File: src/rtl/hb_ctrl_pkg.sv
package hb_ctrl_pkg;
  typedef struct packed {
    logic hs;
    logic ls;
  } hb_gate_t;
endpackage

File: src/rtl/hb_fault_ctl.sv
module hb_fault_ctl #(
  parameter int TEMP_W = 8,
  parameter int VOLT_W = 8
) (
  input  logic              clk_i,
  input  logic              rst_ni,
  input  logic              hiz_n_i,
  input  logic              oc_i,
  input  logic [TEMP_W-1:0] temp_i,
  input  logic [TEMP_W-1:0] sd_trip_i,
  input  logic [TEMP_W-1:0] sd_rel_i,
  input  logic [VOLT_W-1:0] volt_i,
  input  logic [VOLT_W-1:0] uv_trip_i,
  input  logic [VOLT_W-1:0] uv_rel_i,
  output logic              fault_act_o,
  output logic              uv_act_o
);
  logic sd_q, uv_q, latch_q, seen_low_q;
  logic sd_act, fault_now;

  assign sd_act      = sd_q | (temp_i >= sd_trip_i);
  assign fault_now   = oc_i | sd_act;
  assign fault_act_o = fault_now | latch_q;
  assign uv_act_o    = uv_q | (volt_i < uv_trip_i);

  always_ff @(posedge clk_i or negedge rst_ni) begin
    if (!rst_ni) begin
      sd_q <= 1'b0;
      uv_q <= 1'b0;
    end else begin
      if (temp_i >= sd_trip_i)    sd_q <= 1'b1;
      else if (temp_i < sd_rel_i) sd_q <= 1'b0;
      if (volt_i < uv_trip_i)      uv_q <= 1'b1;
      else if (volt_i >= uv_rel_i) uv_q <= 1'b0;
    end
  end

  // a new fault cause restarts the low-high release sequence
  always_ff @(posedge clk_i or negedge rst_ni) begin
    if (!rst_ni) begin
      latch_q    <= 1'b0;
      seen_low_q <= 1'b0;
    end else if (fault_now) begin
      latch_q    <= 1'b1;
      seen_low_q <= 1'b0;
    end else if (latch_q) begin
      if (!hiz_n_i) begin
        seen_low_q <= 1'b1;
      end else if (seen_low_q) begin
        latch_q    <= 1'b0;
        seen_low_q <= 1'b0;
      end
    end
  end
endmodule

File: src/rtl/hb_decode.sv
module hb_decode
  import hb_ctrl_pkg::*;
#(
  parameter int NCH = 2,
  localparam int NHB = 2 * NCH
) (
  input  logic                in_a_i [NCH],
  input  logic                in_b_i [NCH],
  input  logic                par_i,
  input  logic                en_i,
  output hb_gate_t [NHB-1:0] tgt_o
);
  for (genvar c = 0; c < NCH; c++) begin : g_ch
    logic b_eff;
    assign b_eff = par_i ? in_a_i[c] : in_b_i[c];
    assign tgt_o[2*c].hs   = en_i &  in_a_i[c];
    assign tgt_o[2*c].ls   = en_i & ~in_a_i[c];
    assign tgt_o[2*c+1].hs = en_i &  b_eff;
    assign tgt_o[2*c+1].ls = en_i & ~b_eff;
  end
endmodule

File: src/rtl/hb_deadtime.sv
module hb_deadtime
  import hb_ctrl_pkg::*;
#(
  parameter int DT_W = 4
) (
  input  logic            clk_i,
  input  logic            rst_ni,
  input  hb_gate_t        tgt_i,
  input  logic [DT_W-1:0] dead_i,
  output hb_gate_t        gate_o
);
  logic [1:0]      cur_q, tgt;
  logic [DT_W-1:0] cnt_q;

  assign tgt    = tgt_i;
  // turn-off is immediate: a device leaves the output as soon as the target drops it
  assign gate_o = cur_q & tgt;

  always_ff @(posedge clk_i or negedge rst_ni) begin
    if (!rst_ni) begin
      cur_q <= '0;
      cnt_q <= '0;
    end else if (|(cur_q & ~tgt)) begin
      cur_q <= '0;
      cnt_q <= dead_i;
    end else if (cur_q == 2'b00) begin
      if (tgt != 2'b00 && cnt_q == '0) cur_q <= tgt;
      else if (cnt_q != '0)            cnt_q <= cnt_q - 1'b1;
    end
  end
endmodule

File: src/rtl/hbridge_gate_ctrl.sv
module hbridge_gate_ctrl
  import hb_ctrl_pkg::*;
#(
  parameter int NCH    = 2,
  parameter int TEMP_W = 8,
  parameter int VOLT_W = 8,
  parameter int DT_W   = 4,
  localparam int NHB   = 2 * NCH
) (
  input  logic              clk_i,
  input  logic              rst_ni,
  input  logic [NCH-1:0]    in_a_i,
  input  logic [NCH-1:0]    in_b_i,
  input  logic              hiz_n_i,
  input  logic              pwr_en_i,
  input  logic              par_mode_i,
  input  logic              oc_flag_i,
  input  logic [TEMP_W-1:0] temp_code_i,
  input  logic [TEMP_W-1:0] warn_thr_i,
  input  logic [TEMP_W-1:0] sd_trip_i,
  input  logic [TEMP_W-1:0] sd_rel_i,
  input  logic [VOLT_W-1:0] volt_code_i,
  input  logic [VOLT_W-1:0] uv_trip_i,
  input  logic [VOLT_W-1:0] uv_rel_i,
  input  logic [DT_W-1:0]   dead_cyc_i,
  output logic [NHB-1:0]    gate_hs_o,
  output logic [NHB-1:0]    gate_ls_o,
  output logic              fault_n_o,
  output logic              twarn_n_o
);
  logic fault_act, uv_act, drive_en;
  logic a_arr [NCH];
  logic b_arr [NCH];
  hb_gate_t [NHB-1:0] tgt, gate;

  hb_fault_ctl #(.TEMP_W(TEMP_W), .VOLT_W(VOLT_W)) i_fault (
    .clk_i      (clk_i),
    .rst_ni     (rst_ni),
    .hiz_n_i    (hiz_n_i),
    .oc_i       (oc_flag_i),
    .temp_i     (temp_code_i),
    .sd_trip_i  (sd_trip_i),
    .sd_rel_i   (sd_rel_i),
    .volt_i     (volt_code_i),
    .uv_trip_i  (uv_trip_i),
    .uv_rel_i   (uv_rel_i),
    .fault_act_o(fault_act),
    .uv_act_o   (uv_act)
  );

  assign drive_en  = hiz_n_i & pwr_en_i & ~fault_act & ~uv_act;
  assign fault_n_o = ~fault_act;
  assign twarn_n_o = ~(temp_code_i >= warn_thr_i);

  for (genvar c = 0; c < NCH; c++) begin : g_in
    assign a_arr[c] = in_a_i[c];
    assign b_arr[c] = in_b_i[c];
  end

  hb_decode #(.NCH(NCH)) i_dec (
    .in_a_i(a_arr),
    .in_b_i(b_arr),
    .par_i (par_mode_i),
    .en_i  (drive_en),
    .tgt_o (tgt)
  );

  for (genvar h = 0; h < NHB; h++) begin : g_hb
    hb_deadtime #(.DT_W(DT_W)) i_dt (
      .clk_i (clk_i),
      .rst_ni(rst_ni),
      .tgt_i (tgt[h]),
      .dead_i(dead_cyc_i),
      .gate_o(gate[h])
    );
    assign gate_hs_o[h] = gate[h].hs;
    assign gate_ls_o[h] = gate[h].ls;
  end
endmodule

File: config.mk
export PLATFORM = sky130hd
export DESIGN_NAME = hbridge_gate_ctrl
export DESIGN_NICKNAME = d
export VERILOG_FILES = /design/src/rtl/hb_ctrl_pkg.sv /design/src/rtl/hb_fault_ctl.sv /design/src/rtl/hb_decode.sv /design/src/rtl/hb_deadtime.sv /design/src/rtl/hbridge_gate_ctrl.sv
export SDC_FILE = /design/constraint.sdc
export NUM_CORES = 1
export LEC_CHECK = 0
export CAP_MARGIN = 15
export CORE_MARGIN = 2
export CORE_UTILIZATION = 25
export DETAILED_ROUTE_END_ITERATION = 8
export SYNTH_ARGS = -nofsm -noshare
export SYNTH_HDL_FRONTEND = slang
export SYNTH_SLANG_ARGS = --single-unit
File: constraint.sdc
create_clock -name clk_i -period 2.6 [get_ports clk_i]
set_input_delay 0.52 -clock clk_i [delete_from_list [all_inputs] [get_ports clk_i]]
set_output_delay 0.52 -clock clk_i [all_outputs]
set_load 0.05 [all_outputs]
==> results of run 1 <==
-- sequential cells by signal (all words and copies together), names as in the netlist --
name                flops
g_hb.i_dt.cnt_q        16
i_fault.seen_low_q      1
i_fault.uv_q            1
i_fault.sd_q            1
g_hb.i_dt.cur_q         8
i_fault.latch_q         1
-- stage by stage --
| step | worst slack [ns] | util (%) | hold slack [ns] | cells |
|---|---|---|---|---|
| 2_1_floorplan | -0.09060 | - | 0.2244 | 310 |
| 3_3_place_gp | -0.6013 | 39.76 | 0.4821 | 555 |
| 3_5_place_dp | -0.6261 | 39.76 | 0.4992 | 555 |
| 4_1_cts | -0.05838 | 41.56 | 0.5106 | 562 |
| 5_1_grt | -0.1197 | 41.63 | 0.5281 | 564 |
| 6_report | -0.03656 | 41.63 | 0.5165 | 564 |
-- metal layers --
metal / track usage [%] / wire [um] / vias up
met3: 3.027 / 433 / 16
met2: 21.88 / 3198 / 86
met4: 4.853 / 191 / 0
met5: 0 / 0 / -
li1: - / - / 1321
met1: 16.28 / 3233 / 1149
-- worst register-to-register path, delay by kind of cell, from the launching register on --
| kind | cells | cell delay, ns |
|---|---|---|
| buffers and inverters | 3 | 0.37 |
| and+or+nand+nor | 2 | 0.37 |
| AOI/OAI and AO/OA | 2 | 0.59 |
| DFF | 1 | 0.41 |
| muxes | 1 | 0.35 |
-- layout make-up --
type                            instances  share of cell area [%]
Clock inverter                          1                  0.6924
Multi-Input combinational cell        225                   49.08
Clock buffer                            3                  0.9521
Tap cell                              136                   3.924
Inverter                               53                   4.818
Timing Repair Buffer                  118                   24.38
Sequential cell                        28                   16.16
-- cells by family after synthesis --
logic type | Yosys count | share of synthesized area (%)
and+or+nand+nor | 97 | 19.01
AOI/OAI and AO/OA | 59 | 16.69
adders and majority gates | 46 | 21.33
DFF | 28 | 25.96
buffers and inverters | 57 | 8.252
xor gates and xnor gates | 7 | 2.272
muxes | 16 | 6.491
-- report_power, final --
part / total (mW) / switching [mW] / internal [mW]
registers: 0.700 / 0.121 / 0.579
clock network: 0.352 / 0.145 / 0.206
logic: 1.04 / 0.464 / 0.571
total: 2.09 / 0.730 / 1.36
-- repair_timing --
action,CTS,global route
setup buffers,3,2
gates resized for setup,151,14
cloned,0,0
hold endpoints to repair,0,0
pin swaps,37,11
endpoints found under the setup margin,22,9
-- worst max-delay path by stage --
stage                         startpoint           end  slack [ns]
after global placement    temp_code_i[0]     twarn_n_o       -0.60
after CTS                 temp_code_i[0]  gate_ls_o[2]       -0.06
after global routing      temp_code_i[0]  gate_ls_o[2]       -0.12
final                     temp_code_i[0]  gate_ls_o[2]       -0.04
after floorplan             sd_trip_i[0]  gate_ls_o[0]       -0.09
after detailed placement  temp_code_i[0]  gate_ls_o[2]       -0.63
-- placed cells by master (no fill, tap or decap), types with 3 or more instances in the layout --
cell and count:
a21o_1 5, a21oi_1 12, a221o_1 3, a41oi_1 3
and3_4 5, buf_12 10, buf_2 23, buf_4 37
buf_6 3, clkbuf_2 5, clkbuf_8 3, clkdlybuf4s50_1 33
dfrtp_1 28, dlygate4sd2_1 3, ha_1 31, ha_4 15
inv_1 40, inv_2 11, mux2_1 3, mux2i_1 10
nand2_1 17, nand2b_1 5, nand4_1 3, nor2_1 21
nor3_1 11, nor3_4 3, nor3b_1 4, nor4_1 4
o211ai_1 3, o21a_1 3, o21ai_0 9, or3_1 4
xnor2_1 5
==> results.cfg, run 1 <==
[detailed_routing]
dr_total_vias = 2572
firstDrtPassIters = 4
viasPerCell = 4.560
drt-wirelength-per-cell_um = 12.51
ant_nets = 0
drc = 0
drtIter0Drc = 75
wirelength_um = 7056

[floorplanning]
core-area_sq_um = 10420
start_util_pct = 25.91
dieArea_sq_um = 11640
die_w_um = 107.9
io_pins = 80
fp-row-count = 37
die_h_um = 107.9

[critical_path]
crit_required_ns = 2.08
critical_path_class = input port to primary output
crit_arrival_ns = 2.12
start_kind = input port
max_stage_delay_ns = 0.30
critPathBufInv = 4
end_kind = primary output
r2r-start = i_fault.sd_q
reg2reg_to = g_hb[3].i_dt.cnt_q[0]
worstPathMaxFanout = 6
r2r_slack_ns = 0.39
crit_cells = 10
r2r_cells = 8
crit_path_top_delay_cell = a211oi_4
critPathTopFamily = simple AND/OR/NAND/NOR gates
crit_chain = buf_8 -> inv_8 -> ha_4 -> nor3b_2 -> o21ai_2 -> a211oi_4 -> and3_1 -> buf_6 -> and3_4 -> buf_12

[outcome]
outcome = finished, violations left
violations = negative setup slack

[timing]
finalCritPeriodShare_pct = 101.4
rsz0062_at_grt = true
hold_viol = 0
fin_skew_ns = 0.003188
tns_ns = -0.1052
fmax_mhz = 379.3
tightest_slew_ns = 0.6214
slew_headroom_pct = 58.48
timing.final.ws_setup_ns = -0.03656
min_period_ns = 2.637
drv_slew = 0
finalSetupViolations = 5

[global_routing]
grt_pass1_vias = 2784
globalRouteOverflowTotal = 0
track_usage_pct = 13.05
grt_max_degree = 29
grt_first_pass_wirelength_um = 12370
antenna_found_initial = 0

[synthesis]
async_flop_share_pct = 100.0
synth_warnings = 0
synth_flop_cell = dfrtp_1
netlist_area_sq_um = 2699
synth_seq_cells = 28
synth_top_cell_by_area = dfrtp_1
syn_nets = 426
yosys-top-cells-count = 53 x inv_1, 46 x ha_1, 28 x dfrtp_1
yosysMostFrequentCell = inv_1
synth_edf_count = 0
syn_inst = 310
synth_area_leaders = dfrtp_1 26%, ha_1 21%, inv_1 7.4%
ys_types = 51
yosysSeqAreaShare_pct = 25.96
synth_top_area_share_pct = 25.96
avgSynthCellArea_sq_um = 8.706

[placement]
gp_congestion = 0.8654
placed_area_sq_um = 4141
io_buffers = 79
hpwl_um = 5781

[clocking]
cts.sink_count = 28
cts_max_level = 1
cts_max_path_buffers = 2
root_buffer = clkbuf_8
clk_pin_slew_worst_paths_ns = 0.10
cts_tree = yes
cts_hold_buf = 0
clock_latency_ns = 0.28
cts_made_buffers = 3

[finish]
n_antenna_cell = 0
syn_to_final_growth_pct = 60.69
final_nets = 545
multi_input_area_sq_um = 2128
fill_cells = 1029
stdcell_area_sq_um = 4337
drive_gt1_share_pct = 34.81
register_area_sq_um = 700.7

[min_path]
hold_end = g_hb[3].i_dt.cur_q[0]
worstHoldPathType = flop to flop
hp-start = g_hb[3].i_dt.cur_q[1]
hold_path_depth = 1

[pwr]
p_leak_nw = 2.021
ir_drop_mv = 0.2628
power_mw = 2.086
powerDensity_nw_per_um2 = 481.1

[run]
cap_viol_max_count = 0
Power figures use the tool's default switching activity.
==> run 2: changes to the inputs <==
--- a/config.mk
+++ b/config.mk
@@ -5,7 +5,6 @@
 export SDC_FILE = /design/constraint.sdc
 export NUM_CORES = 1
 export LEC_CHECK = 0
-export CAP_MARGIN = 15
 export CORE_MARGIN = 2
 export CORE_UTILIZATION = 25
 export DETAILED_ROUTE_END_ITERATION = 8
==> results of run 2 <==
No change in the layout: final DEF, timing and power equal those of run 1.
